### src/rtl/cart2polar_pkg.sv
package cart2polar_pkg;

  // Internal angle accumulator: full circle maps to 2**ANG_W
  localparam int ANG_W      = 16;
  // CORDIC gain compensation 1/1.64676 in unsigned Q0.KGAIN_FRAC
  localparam int KGAIN_FRAC = 17;
  localparam int KGAIN_W    = 17;
  localparam logic [KGAIN_W-1:0] KGAIN = 17'd79595;

  typedef struct packed {
    logic       loadX;
    logic       loadY;
    logic [1:0] scale;
    logic       magDrive;
    logic       phsDrive;
  } cpStrobe_t;

  // atan(2**-idx) scaled to a 2**ANG_W full circle
  function automatic logic [ANG_W-1:0] atanStep(input int idx);
    case (idx)
      0:  return 16'd8192;
      1:  return 16'd4836;
      2:  return 16'd2555;
      3:  return 16'd1297;
      4:  return 16'd651;
      5:  return 16'd326;
      6:  return 16'd163;
      7:  return 16'd81;
      8:  return 16'd41;
      9:  return 16'd20;
      10: return 16'd10;
      11: return 16'd5;
      12: return 16'd3;
      13: return 16'd1;
      14: return 16'd1;
      default: return 16'd0;
    endcase
  endfunction

endpackage

### src/rtl/cart2polar_ctrl.sv
module cart2polar_ctrl
  import cart2polar_pkg::*;
#(
  parameter int LATENCY = 24
) (
  input  logic       clk,
  input  logic       rstN,
  input  logic       ceXn,
  input  logic       ceYn,
  input  logic [1:0] scaleIn,
  input  logic       oeMagN,
  input  logic       oePhsN,
  output cpStrobe_t  st,
  output logic       magValid,
  output logic       phsValid
);

  localparam int CNT_W = $clog2(LATENCY + 2);
  localparam logic [CNT_W-1:0] FULL = CNT_W'(LATENCY + 1);

  logic [1:0]       scaleQ;
  logic [CNT_W-1:0] fillCnt;
  logic             primed;

  always_ff @(posedge clk or negedge rstN) begin
    if (!rstN) begin
      scaleQ  <= '0;
      fillCnt <= '0;
    end else begin
      scaleQ <= scaleIn;
      if (fillCnt != FULL) fillCnt <= fillCnt + 1'b1;
    end
  end

  assign primed      = (fillCnt == FULL);
  assign st.loadX    = ~ceXn;
  assign st.loadY    = ~ceYn;
  assign st.scale    = scaleQ;
  assign st.magDrive = ~oeMagN;
  assign st.phsDrive = ~oePhsN;
  assign magValid    = primed & ~oeMagN;
  assign phsValid    = primed & ~oePhsN;

  // once primed, valid only drops because the port enable is released
  a_r10_valid_holds: assert property (@(posedge clk) disable iff (!rstN)
    magValid |=> (magValid || oeMagN));
  a_r10_phs_valid_holds: assert property (@(posedge clk) disable iff (!rstN)
    phsValid |=> (phsValid || oePhsN));

endmodule

### src/rtl/cart2polar_dp.sv
module cart2polar_dp
  import cart2polar_pkg::*;
#(
  parameter int IN_W    = 16,
  parameter int MAG_W   = 16,
  parameter int PH_W    = 12,
  parameter int ITERS   = 14,
  parameter int GUARD   = 6,
  parameter int LATENCY = 24
) (
  input  logic              clk,
  input  logic              rstN,
  input  cpStrobe_t         st,
  input  logic [IN_W-1:0]   xIn,
  input  logic [IN_W-1:0]   yIn,
  input  logic              fmtSm,
  output logic [MAG_W-1:0]  magOut,
  output logic [PH_W-1:0]   phsOut,
  output logic              ovrFlag
);

  localparam int W    = IN_W + 2 + GUARD;
  localparam int PAD  = LATENCY - ITERS - 3;
  localparam int PW   = W + KGAIN_W;
  localparam int SH   = KGAIN_FRAC + GUARD;
  localparam logic [PW-1:0]    RND  = PW'(1) << (SH - 1);
  localparam logic [ANG_W-1:0] PRND = ANG_W'(1) << (ANG_W - PH_W - 1);
  localparam logic [PH_W-1:0]  Q1   = PH_W'(1) << (PH_W - 2);
  localparam logic [PH_W-1:0]  Q2   = PH_W'(2) << (PH_W - 2);
  localparam logic [PH_W-1:0]  Q3   = PH_W'(3) << (PH_W - 2);

  typedef struct packed {
    logic signed [W-1:0] x;
    logic signed [W-1:0] y;
    logic [ANG_W-1:0]    z;
    logic                fixOn;
    logic [PH_W-1:0]     fixPh;
  } stage_t;

  function automatic logic signed [IN_W-1:0] decodeIn(input logic [IN_W-1:0] code,
                                                      input logic sm);
    logic signed [IN_W-1:0] mag;
    mag = $signed({1'b0, code[IN_W-2:0]});
    if (!sm) return $signed(code);
    else if (code[IN_W-1]) return -mag;
    else return mag;
  endfunction

  function automatic stage_t cordicStep(input stage_t s, input int idx);
    stage_t r;
    logic signed [W-1:0] dx, dy;
    dx = $signed(s.y) >>> idx;
    dy = $signed(s.x) >>> idx;
    r  = s;
    if (!s.y[W-1]) begin
      r.x = s.x + dx;
      r.y = s.y - dy;
      r.z = s.z + atanStep(idx);
    end else begin
      r.x = s.x - dx;
      r.y = s.y + dy;
      r.z = s.z - atanStep(idx);
    end
    return r;
  endfunction

  // Input capture, format applied on the loading edge
  logic signed [IN_W-1:0] xQ, yQ;
  always_ff @(posedge clk or negedge rstN) begin
    if (!rstN) begin
      xQ <= '0;
      yQ <= '0;
    end else begin
      if (st.loadX) xQ <= decodeIn(xIn, fmtSm);
      if (st.loadY) yQ <= decodeIn(yIn, fmtSm);
    end
  end

  // a disabled register keeps its sample
  a_r9_hold_x: assert property (@(posedge clk) disable iff (!rstN)
    !st.loadX |=> $stable(xQ));
  a_r9_hold_y: assert property (@(posedge clk) disable iff (!rstN)
    !st.loadY |=> $stable(yQ));

  // Fold into the right half-plane and classify axis points
  logic signed [W-1:0] xW, yW;
  stage_t foldD;
  assign xW = {{(W-IN_W-GUARD){xQ[IN_W-1]}}, xQ, {GUARD{1'b0}}};
  assign yW = {{(W-IN_W-GUARD){yQ[IN_W-1]}}, yQ, {GUARD{1'b0}}};

  always_comb begin
    foldD.fixOn = 1'b1;
    foldD.fixPh = '0;
    if (xQ[IN_W-1]) begin
      foldD.x = -xW;
      foldD.y = -yW;
      foldD.z = {1'b1, {(ANG_W-1){1'b0}}};
    end else begin
      foldD.x = xW;
      foldD.y = yW;
      foldD.z = '0;
    end
    if (yQ == '0 && !xQ[IN_W-1])      foldD.fixPh = '0;
    else if (xQ == '0 && !yQ[IN_W-1]) foldD.fixPh = Q1;
    else if (yQ == '0)                foldD.fixPh = Q2;
    else if (xQ == '0)                foldD.fixPh = Q3;
    else                              foldD.fixOn = 1'b0;
  end

  // Vectoring iterations
  stage_t pipe [0:ITERS];
  always_ff @(posedge clk or negedge rstN) begin
    if (!rstN) begin
      for (int i = 0; i <= ITERS; i++) pipe[i] <= '0;
    end else begin
      pipe[0] <= foldD;
      for (int i = 0; i < ITERS; i++) pipe[i+1] <= cordicStep(pipe[i], i);
    end
  end

  // Gain removal and phase rounding
  stage_t lastS;
  logic [PW-1:0]    prod;
  logic [ANG_W-1:0] zRnd;
  logic [MAG_W-1:0] magCalc, gainMag;
  logic [PH_W-1:0]  phCalc, gainPh;
  logic             unusedBits;

  assign lastS      = pipe[ITERS];
  assign unusedBits = ^{lastS.y, lastS.x[W-1]};

  always_comb begin
    prod    = PW'(lastS.x[W-2:0]) * PW'(KGAIN) + RND;
    magCalc = (|prod[PW-1:SH+MAG_W]) ? '1 : prod[SH +: MAG_W];
    zRnd    = lastS.z + PRND;
    phCalc  = lastS.fixOn ? lastS.fixPh : zRnd[ANG_W-1 -: PH_W];
  end

  always_ff @(posedge clk or negedge rstN) begin
    if (!rstN) begin
      gainMag <= '0;
      gainPh  <= '0;
    end else begin
      gainMag <= magCalc;
      gainPh  <= phCalc;
    end
  end

  // Delay padding to the fixed latency
  logic [MAG_W-1:0] magD;
  logic [PH_W-1:0]  phD;
  generate
    if (PAD > 0) begin : gPad
      logic [MAG_W-1:0] pm [0:PAD-1];
      logic [PH_W-1:0]  pp [0:PAD-1];
      always_ff @(posedge clk or negedge rstN) begin
        if (!rstN) begin
          for (int k = 0; k < PAD; k++) begin
            pm[k] <= '0;
            pp[k] <= '0;
          end
        end else begin
          pm[0] <= gainMag;
          pp[0] <= gainPh;
          for (int k = 1; k < PAD; k++) begin
            pm[k] <= pm[k-1];
            pp[k] <= pp[k-1];
          end
        end
      end
      assign magD = pm[PAD-1];
      assign phD  = pp[PAD-1];
    end else begin : gNoPad
      assign magD = gainMag;
      assign phD  = gainPh;
    end
  endgenerate

  // Output stage: scaling and overflow
  logic [MAG_W-1:0] magQ;
  logic [PH_W-1:0]  phQ;
  logic             ovrQ, ovrCalc;

  always_comb begin
    case (st.scale)
      2'd0:    ovrCalc = 1'b0;
      2'd1:    ovrCalc = magD[MAG_W-1];
      2'd2:    ovrCalc = |magD[MAG_W-1 -: 2];
      default: ovrCalc = |magD[MAG_W-1 -: 3];
    endcase
  end

  always_ff @(posedge clk or negedge rstN) begin
    if (!rstN) begin
      magQ <= '0;
      phQ  <= '0;
      ovrQ <= 1'b0;
    end else begin
      magQ <= magD << st.scale;
      phQ  <= phD;
      ovrQ <= ovrCalc;
    end
  end

  // unity scale can never overflow
  a_r8_unity_no_ovr: assert property (@(posedge clk) disable iff (!rstN)
    (st.scale == 2'd0) |=> !ovrQ);

  assign magOut  = st.magDrive ? magQ : '0;
  assign phsOut  = st.phsDrive ? phQ : '0;
  assign ovrFlag = ovrQ;

endmodule

### src/rtl/cart2polar.sv
module cart2polar
  import cart2polar_pkg::*;
#(
  parameter int IN_W    = 16,
  parameter int MAG_W   = 16,
  parameter int PH_W    = 12,
  parameter int ITERS   = 14,
  parameter int GUARD   = 6,
  parameter int LATENCY = 24
) (
  input  logic             clk,
  input  logic             rstN,
  input  logic [IN_W-1:0]  xIn,
  input  logic [IN_W-1:0]  yIn,
  input  logic             ceXn,
  input  logic             ceYn,
  input  logic             fmtSm,
  input  logic [1:0]       scaleSel,
  input  logic             oeMagN,
  input  logic             oePhsN,
  output logic [MAG_W-1:0] magOut,
  output logic [PH_W-1:0]  phsOut,
  output logic             ovrFlag,
  output logic             magValid,
  output logic             phsValid
);

  cpStrobe_t st;

  cart2polar_ctrl #(.LATENCY(LATENCY)) u_ctrl (
    .clk      (clk),
    .rstN     (rstN),
    .ceXn     (ceXn),
    .ceYn     (ceYn),
    .scaleIn  (scaleSel),
    .oeMagN   (oeMagN),
    .oePhsN   (oePhsN),
    .st       (st),
    .magValid (magValid),
    .phsValid (phsValid)
  );

  cart2polar_dp #(
    .IN_W(IN_W), .MAG_W(MAG_W), .PH_W(PH_W),
    .ITERS(ITERS), .GUARD(GUARD), .LATENCY(LATENCY)
  ) u_dp (
    .clk     (clk),
    .rstN    (rstN),
    .st      (st),
    .xIn     (xIn),
    .yIn     (yIn),
    .fmtSm   (fmtSm),
    .magOut  (magOut),
    .phsOut  (phsOut),
    .ovrFlag (ovrFlag)
  );

  // a released port reads zero with valid low
  a_r10_mag_gate: assert property (@(posedge clk) disable iff (!rstN)
    oeMagN |-> (magOut == '0 && !magValid));
  a_r10_phs_gate: assert property (@(posedge clk) disable iff (!rstN)
    oePhsN |-> (phsOut == '0 && !phsValid));

endmodule

### config.mk
export PLATFORM = sky130hd
export DESIGN_NAME = cart2polar
export DESIGN_NICKNAME = d
export VERILOG_FILES = /design/src/rtl/cart2polar_pkg.sv /design/src/rtl/cart2polar_ctrl.sv /design/src/rtl/cart2polar_dp.sv /design/src/rtl/cart2polar.sv
export SDC_FILE = /design/constraint.sdc
export NUM_CORES = 2
export LEC_CHECK = 0
export ABC_AREA = 1
export CAP_MARGIN = 20
export CELL_PAD_IN_SITES_DETAIL_PLACEMENT = 1
export CELL_PAD_IN_SITES_GLOBAL_PLACEMENT = 2
export CORE_MARGIN = 4
export CORE_UTILIZATION = 30
export DETAILED_ROUTE_END_ITERATION = 7
export DONT_BUFFER_PORTS = 1
export GPL_TIMING_DRIVEN = 0
export MAX_ROUTING_LAYER = met4
export PLACE_DENSITY_LB_ADDON = 0.1
export SLEW_MARGIN = 20
export SYNTH_ARGS = -nofsm -noshare
export SYNTH_HDL_FRONTEND = slang
export SYNTH_SLANG_ARGS = --single-unit
### constraint.sdc
create_clock -name clk -period 8.8 [get_ports clk]
set_clock_uncertainty 0.15 [all_clocks]
set_input_delay 1.32 -clock clk [delete_from_list [all_inputs] [get_ports clk]]
set_output_delay 1.32 -clock clk [all_outputs]
set_load 0.01 [all_outputs]
* After elaboration in Yosys (flattened, before gate mapping)
Index checks and enable logic that the tools add are counted.
Word-level totals: word-level logic and storage cells 267, memories 0, bits in latches 0, flip-flop bits (word level) 1422, output and inout port bits 31, input bits 41, RAM bits 0, memory bits (read-only) 0
Operators by class: divide/modulo/power cells 0, $add $sub $neg 90, bitwise operators 4, equal/unequal tests 4, reductions and logical operators 10, multiply operators 1, magnitude comparators 0, shift-type cells 1, mux-type cells 60
Operators with widths (count):
- two-way mux 64 bit | 14
- two-way mux 16 bit | 34
- adder 16 bit | 14
- subtractor 16 bit | 14
- two-way mux 12 bit | 6
- two-way mux 63 bit | 1
- adder 24 x 12 -> 24 bit | 2
- adder 24 x 13 -> 24 bit | 2
- adder 24 x 14 -> 24 bit | 2
- adder 24 x 15 -> 24 bit | 2
- adder 24 x 16 -> 24 bit | 2
- adder 24 x 17 -> 24 bit | 2
- adder 24 x 18 -> 24 bit | 2
- adder 24 x 19 -> 24 bit | 2
- adder 24 x 20 -> 24 bit | 2
- adder 24 x 21 -> 24 bit | 2
- adder 24 x 22 -> 24 bit | 2
- adder 24 x 23 -> 24 bit | 2
- negator 22 -> 24 bit | 2
- subtractor 24 x 12 -> 24 bit | 2
- subtractor 24 x 13 -> 24 bit | 2
- subtractor 24 x 14 -> 24 bit | 2
- subtractor 24 x 15 -> 24 bit | 2
- subtractor 24 x 16 -> 24 bit | 2
- other kinds (33) | 51

* Depth between registers and ports, before layout
word-level depth 5, gate-level depth with buffers 26, mapped depth without buffers 25

* Modules after synthesis
A second synthesis with hierarchy kept.
Second synthesis, totals: cell total of the unflattened synthesis 10816, area, all modules 88214.6 µm²
Modules (own cells, without submodules):
- cart2polar_dp | seq. area each 29127.9 µm², area each 87874.3 µm², times used 1, cells an instance 10775
- cart2polar_ctrl | seq. area each 175.2 µm², area each 340.3 µm², times used 1, cells an instance 41

* Worst setup path before layout
OpenSTA, ideal clock, no wires.
path kind register to register, start point reg u_dp.pipe (netlist bit u_dp.lastS[73]), end point reg u_dp.gainMag[8], slack 3.416 ns, arrival 5.113 ns, cell stages (with the launch flop) 23, buffers on the path 1, clock period less this slack 5.384 ns, cells stage by stage dfrtp_1 > inv_1 > fa_1 > fa_1 > inv_1 > fa_1 > inv_1 > fa_1 > inv_1 > fa_1 > inv_1 > fa_1 > inv_1 > ha_1 > a21oi_1 > o21bai_1 > a21oi_1 > nor2_1 > nor2_1 > nand2_2 > nor2_8 > buf_12 > nand3_2
On the way: cells in the longest elaborated chain, start to end 4
Ends and longest elaborated chain:
- start: declaration | line cart2polar_dp.sv:111 | stage_t pipe [0:ITERS];
- multiplier 23 x 17 -> 40 bit * | line cart2polar_dp.sv:133 | prod = PW'(lastS.x[W-2:0]) * PW'(KGAIN) + RND;
- adder 40 x 23 -> 41 bit * | line cart2polar_dp.sv:133
- OR reduction 2 bit | line cart2polar_dp.sv:134 | magCalc = (|prod[PW-1:SH+MAG_W]) ? '1 : prod[SH +: MAG_W];
- two-way mux 16 bit * | line cart2polar_dp.sv:134
- named net u_dp.magCalc[8] | line cart2polar_dp.sv:125 | logic [MAG_W-1:0] magCalc, gainMag;
- end signal: assignment | line cart2polar_dp.sv:144 | gainMag <= magCalc;
- end: declaration | line cart2polar_dp.sv:125
The timed path passes the listed nets; every way through them passes the cells marked *. A chain may end at the register's enable or synchronous reset.

* Final worst setup path
start point reg u_dp.pipe (netlist bit u_dp.lastS[73]), end point reg u_dp.gainMag[7]
The elaborated chain is that of the path after synthesis.

==> flow_metrics.env <==
export IMPL_period_needed_ns=6.33
export IMPL_die_x_um=552
export IMPL_clkTransAtPathRegs_ns=0.06
export IMPL_cp_required_ns=9.33
export IMPL_synth_edf_count=0
export IMPL_vias_per_cell=4.82
export IMPL_synth_cell_type_count=70
export IMPL_dr_pass1_iters=5
export IMPL_fin_setup_tns_ns=0
export IMPL_final_nets=12300
export IMPL_avgSynthCellArea_um2=8.13
export IMPL_htreeDepth=4
export IMPL_rsz0062_at_grt="false"
export IMPL_cts_sinks=1171
export IMPL_tightest_slew_ns=1.07
export IMPL_holdWs_ns=0.188
export IMPL_slew_viol_final=0
export IMPL_min_from="u_dp.gainPh[6]$_DFF_PN0_"
export IMPL_final_hold_viol_count=0
export IMPL_ys_seq_area_frac=0.330
export IMPL_drive_gt1_frac=0.0376
export IMPL_slew_limit_headroom=0.290
export IMPL_final_antenna_net_count=0
export IMPL_crit_type="reg2reg"
export IMPL_row_count=199
export IMPL_startpoint_type="register"
export IMPL_die_height_um=552
export IMPL_status="finished clean"
export IMPL_grt_use_total=0.201
export IMPL_async_flop_share=1.00
export IMPL_setup_worst_path_start="u_dp.lastS[73]$_DFF_PN0_"
export IMPL_r2r_start="u_dp.lastS[73]$_DFF_PN0_"
export IMPL_final_period_utilization=0.719
export IMPL_syn_to_final_growth_pct=11.9
export IMPL_synth_compound_area_frac=0.126
export IMPL_setup_viol=0
export IMPL_hold_end="u_dp.gPad.pp[78]$_DFF_PN0_"
export IMPL_reg2reg_slack_ns=2.47
export IMPL_setup_worst_path_end_class="register"
export IMPL_ys_warn_count=0
export IMPL_grt_max_degree=229
export IMPL_drt_initial_drc_count=3201
export IMPL_cts_tree="done"
export IMPL_hold_path_class="reg2reg"
export IMPL_globalplace_congestion=0.871
export IMPL_io_pins=72
export IMPL_syn_inst=10900
export IMPL_max_freq_mhz=158
export IMPL_initial_core_util=0.302
export IMPL_synthMuxAreaShare=0.00147
export IMPL_synth_area_um2=88700
export IMPL_ys_ff_latch=1171
export IMPL_core_area_um2=294000
export IMPL_vias=72900
export IMPL_max_cap_viol_count=0
export IMPL_critical_path_arrival_ns=6.86
export IMPL_grt_first_pass_wirelength_um=468000
export IMPL_synthAdderAreaFrac=0.182
export IMPL_grt_pass1_vias=79800
export IMPL_cp_max_fo=10
export IMPL_synth_flop_cell="dfrtp_1"
export IMPL_post_cts_buffers=0
export IMPL_postCtsHoldBufs=0
export IMPL_port_buffers=0
export IMPL_routed_wl_um=298000
export IMPL_antenna_found_initial=8
export IMPL_nFillCells=35000
export IMPL_dieArea_um2=304000
export IMPL_yosys_area_share_simple=0.188
export IMPL_grt_overflow=0
export IMPL_cts_root_buf="clkbuf_16"
export IMPL_numCtsBuffers=156
export IMPL_synthXorXnorAreaFrac=0.105
export IMPL_dpl_hpwl_um=251000
export IMPL_wire_per_inst_um=19.7
export IMPL_rr_endpoint="u_dp.gainMag[7]$_DFF_PN0_"
export IMPL_synth_top_family_by_area="simple AND/OR/NAND/NOR gates"
export IMPL_ff2ff_path_depth=22
export IMPL_clock_latency_ns=0.85
export IMPL_post_route_drc_count=0
export IMPL_min_path_cells=0
export IMPL_postCtsResizedCells=0
export IMPL_clockBufferDepth=4
cells in the final DEF, fill, tap and decap left out, types with 68 or more instances in the layout:
cell	count
clkbuf_1	91
nand3_1	487
o21ai_1	116
nor4_1	68
o21bai_1	73
dfrtp_1	1171
a21o_1	118
a31oi_1	77
a21oi_1	875
ha_1	953
nand2_1	1941
xor2_1	788
o21ai_0	503
xnor2_1	272
clkbuf_16	157
nor3_1	189
nor2_1	1020
nand4_1	95
fa_1	212
inv_1	1459
worst max-delay path, cell delays in order (launching register included):
cell and delay [ns]:
dfrtp_1 0.59, inv_1 0.22, fa_1 0.49, fa_1 0.51, inv_1 0.05, fa_1 0.50, inv_1 0.05, fa_1 0.47
inv_1 0.06, fa_1 0.53, inv_1 0.07, fa_1 0.57, inv_1 0.06, ha_1 0.39, a21oi_1 0.29, o21bai_1 0.13
a21oi_1 0.26, nor2_1 0.07, nor2_1 0.12, nand2_2 0.10, nor2_8 0.22, buf_12 0.19, nand3_2 0.09
Yosys cell counts (77+ instances only):
library cell     n  area (um2)
inv_1         1459        5480
fa_1           212        4240
xor2_1         788        6900
a21oi_1        875        4380
ha_1           953       11900
nand4_1         95         594
o21ai_1        115         576
nand3_1        487        2440
dfrtp_1       1171       29300
nor2_1        1020        3830
a31oi_1         77         482
nor3_1         189         946
a21o_1         118         886
o21ai_0        504        2520
nand2_1       1941        7290
xnor2_1        272        2380
sequential cells by signal, indices dropped and copies added, names as in the netlist:
register,count
u_dp.pipe,840
u_dp.gPad.pm,96
u_dp.gPad.pp,72
u_dp.lastS,39
u_dp.gainMag,16
u_dp.magD,16
u_dp.magQ,16
u_dp.xQ,16
u_dp.yQ,16
u_dp.gainPh,12
u_dp.phD,12
u_dp.phQ,12
u_ctrl.fillCnt,5
u_ctrl.scaleQ,2
u_dp.ovrFlag,1
area by class of cell:
| class | instances | area, um2 | area share |
|---|---|---|---|
| Sequential cell | 1171 | 29300 | 0.295 |
| Clock buffer | 209 | 4380 | 0.0442 |
| Timing Repair Buffer | 9 | 248 | 0.00250 |
| Multi-Input combinational cell | 8165 | 53400 | 0.538 |
| Antenna cell | 4 | 10.0 | 0.000101 |
| Tap cell | 3919 | 4900 | 0.0494 |
| Buffer | 96 | 410 | 0.00414 |
| Clock inverter | 67 | 1010 | 0.0102 |
| Inverter | 1483 | 5570 | 0.0561 |
logic make-up after synthesis:
family	Yosys count
AOI/OAI and AO/OA	1984
adders and majority gates	1165
muxes	13
and+or+nand+nor	3939
other	2
buffers and inverters	1579
DFF	1171
xor gates and xnor gates	1061
per-stage QoR:
| stage | setup WS, ns | cells | area [um2] | utilization |
|---|---|---|---|---|
| after floorplan | 3.42 | 10900 | 88700 | - |
| after global placement | 2.38 | 14800 | 93600 | 0.318 |
| after detailed placement | 2.37 | 14800 | 93800 | 0.319 |
| after CTS | 2.34 | 15100 | 99200 | 0.337 |
| after global routing | 2.15 | 15100 | 99200 | 0.337 |
| final | 2.47 | 15100 | 99200 | 0.337 |
worst max-delay path by stage:
stage | endpoint | slack [ns]
6_report | u_dp.gainMag[7]$_DFF_PN0_ | 2.47
5_1_grt | u_dp.gainMag[8]$_DFF_PN0_ | 2.15
4_1_cts | u_dp.gainMag[6]$_DFF_PN0_ | 2.34
3_5_place_dp | u_dp.gainMag[12]$_DFF_PN0_ | 2.37
3_3_place_gp | u_dp.gainMag[12]$_DFF_PN0_ | 2.38
2_1_floorplan | u_dp.gainMag[8]$_DFF_PN0_ | 3.42
routing by layer:
| layer | up-vias | global-route usage | part of all wire |
|---|---|---|---|
| li1 | 36200 | - | - |
| met1 | 35700 | 0.250 | 0.45 |
| met2 | 640 | 0.354 | 0.50 |
| met3 | 350 | 0.0174 | 0.020 |
| met4 | 0 | 0.0466 | 0.026 |
| met5 | - | - | 0 |
Power is not shown: default switching activity piles up to over one toggle a cycle in this logic, so the estimate is an artifact.
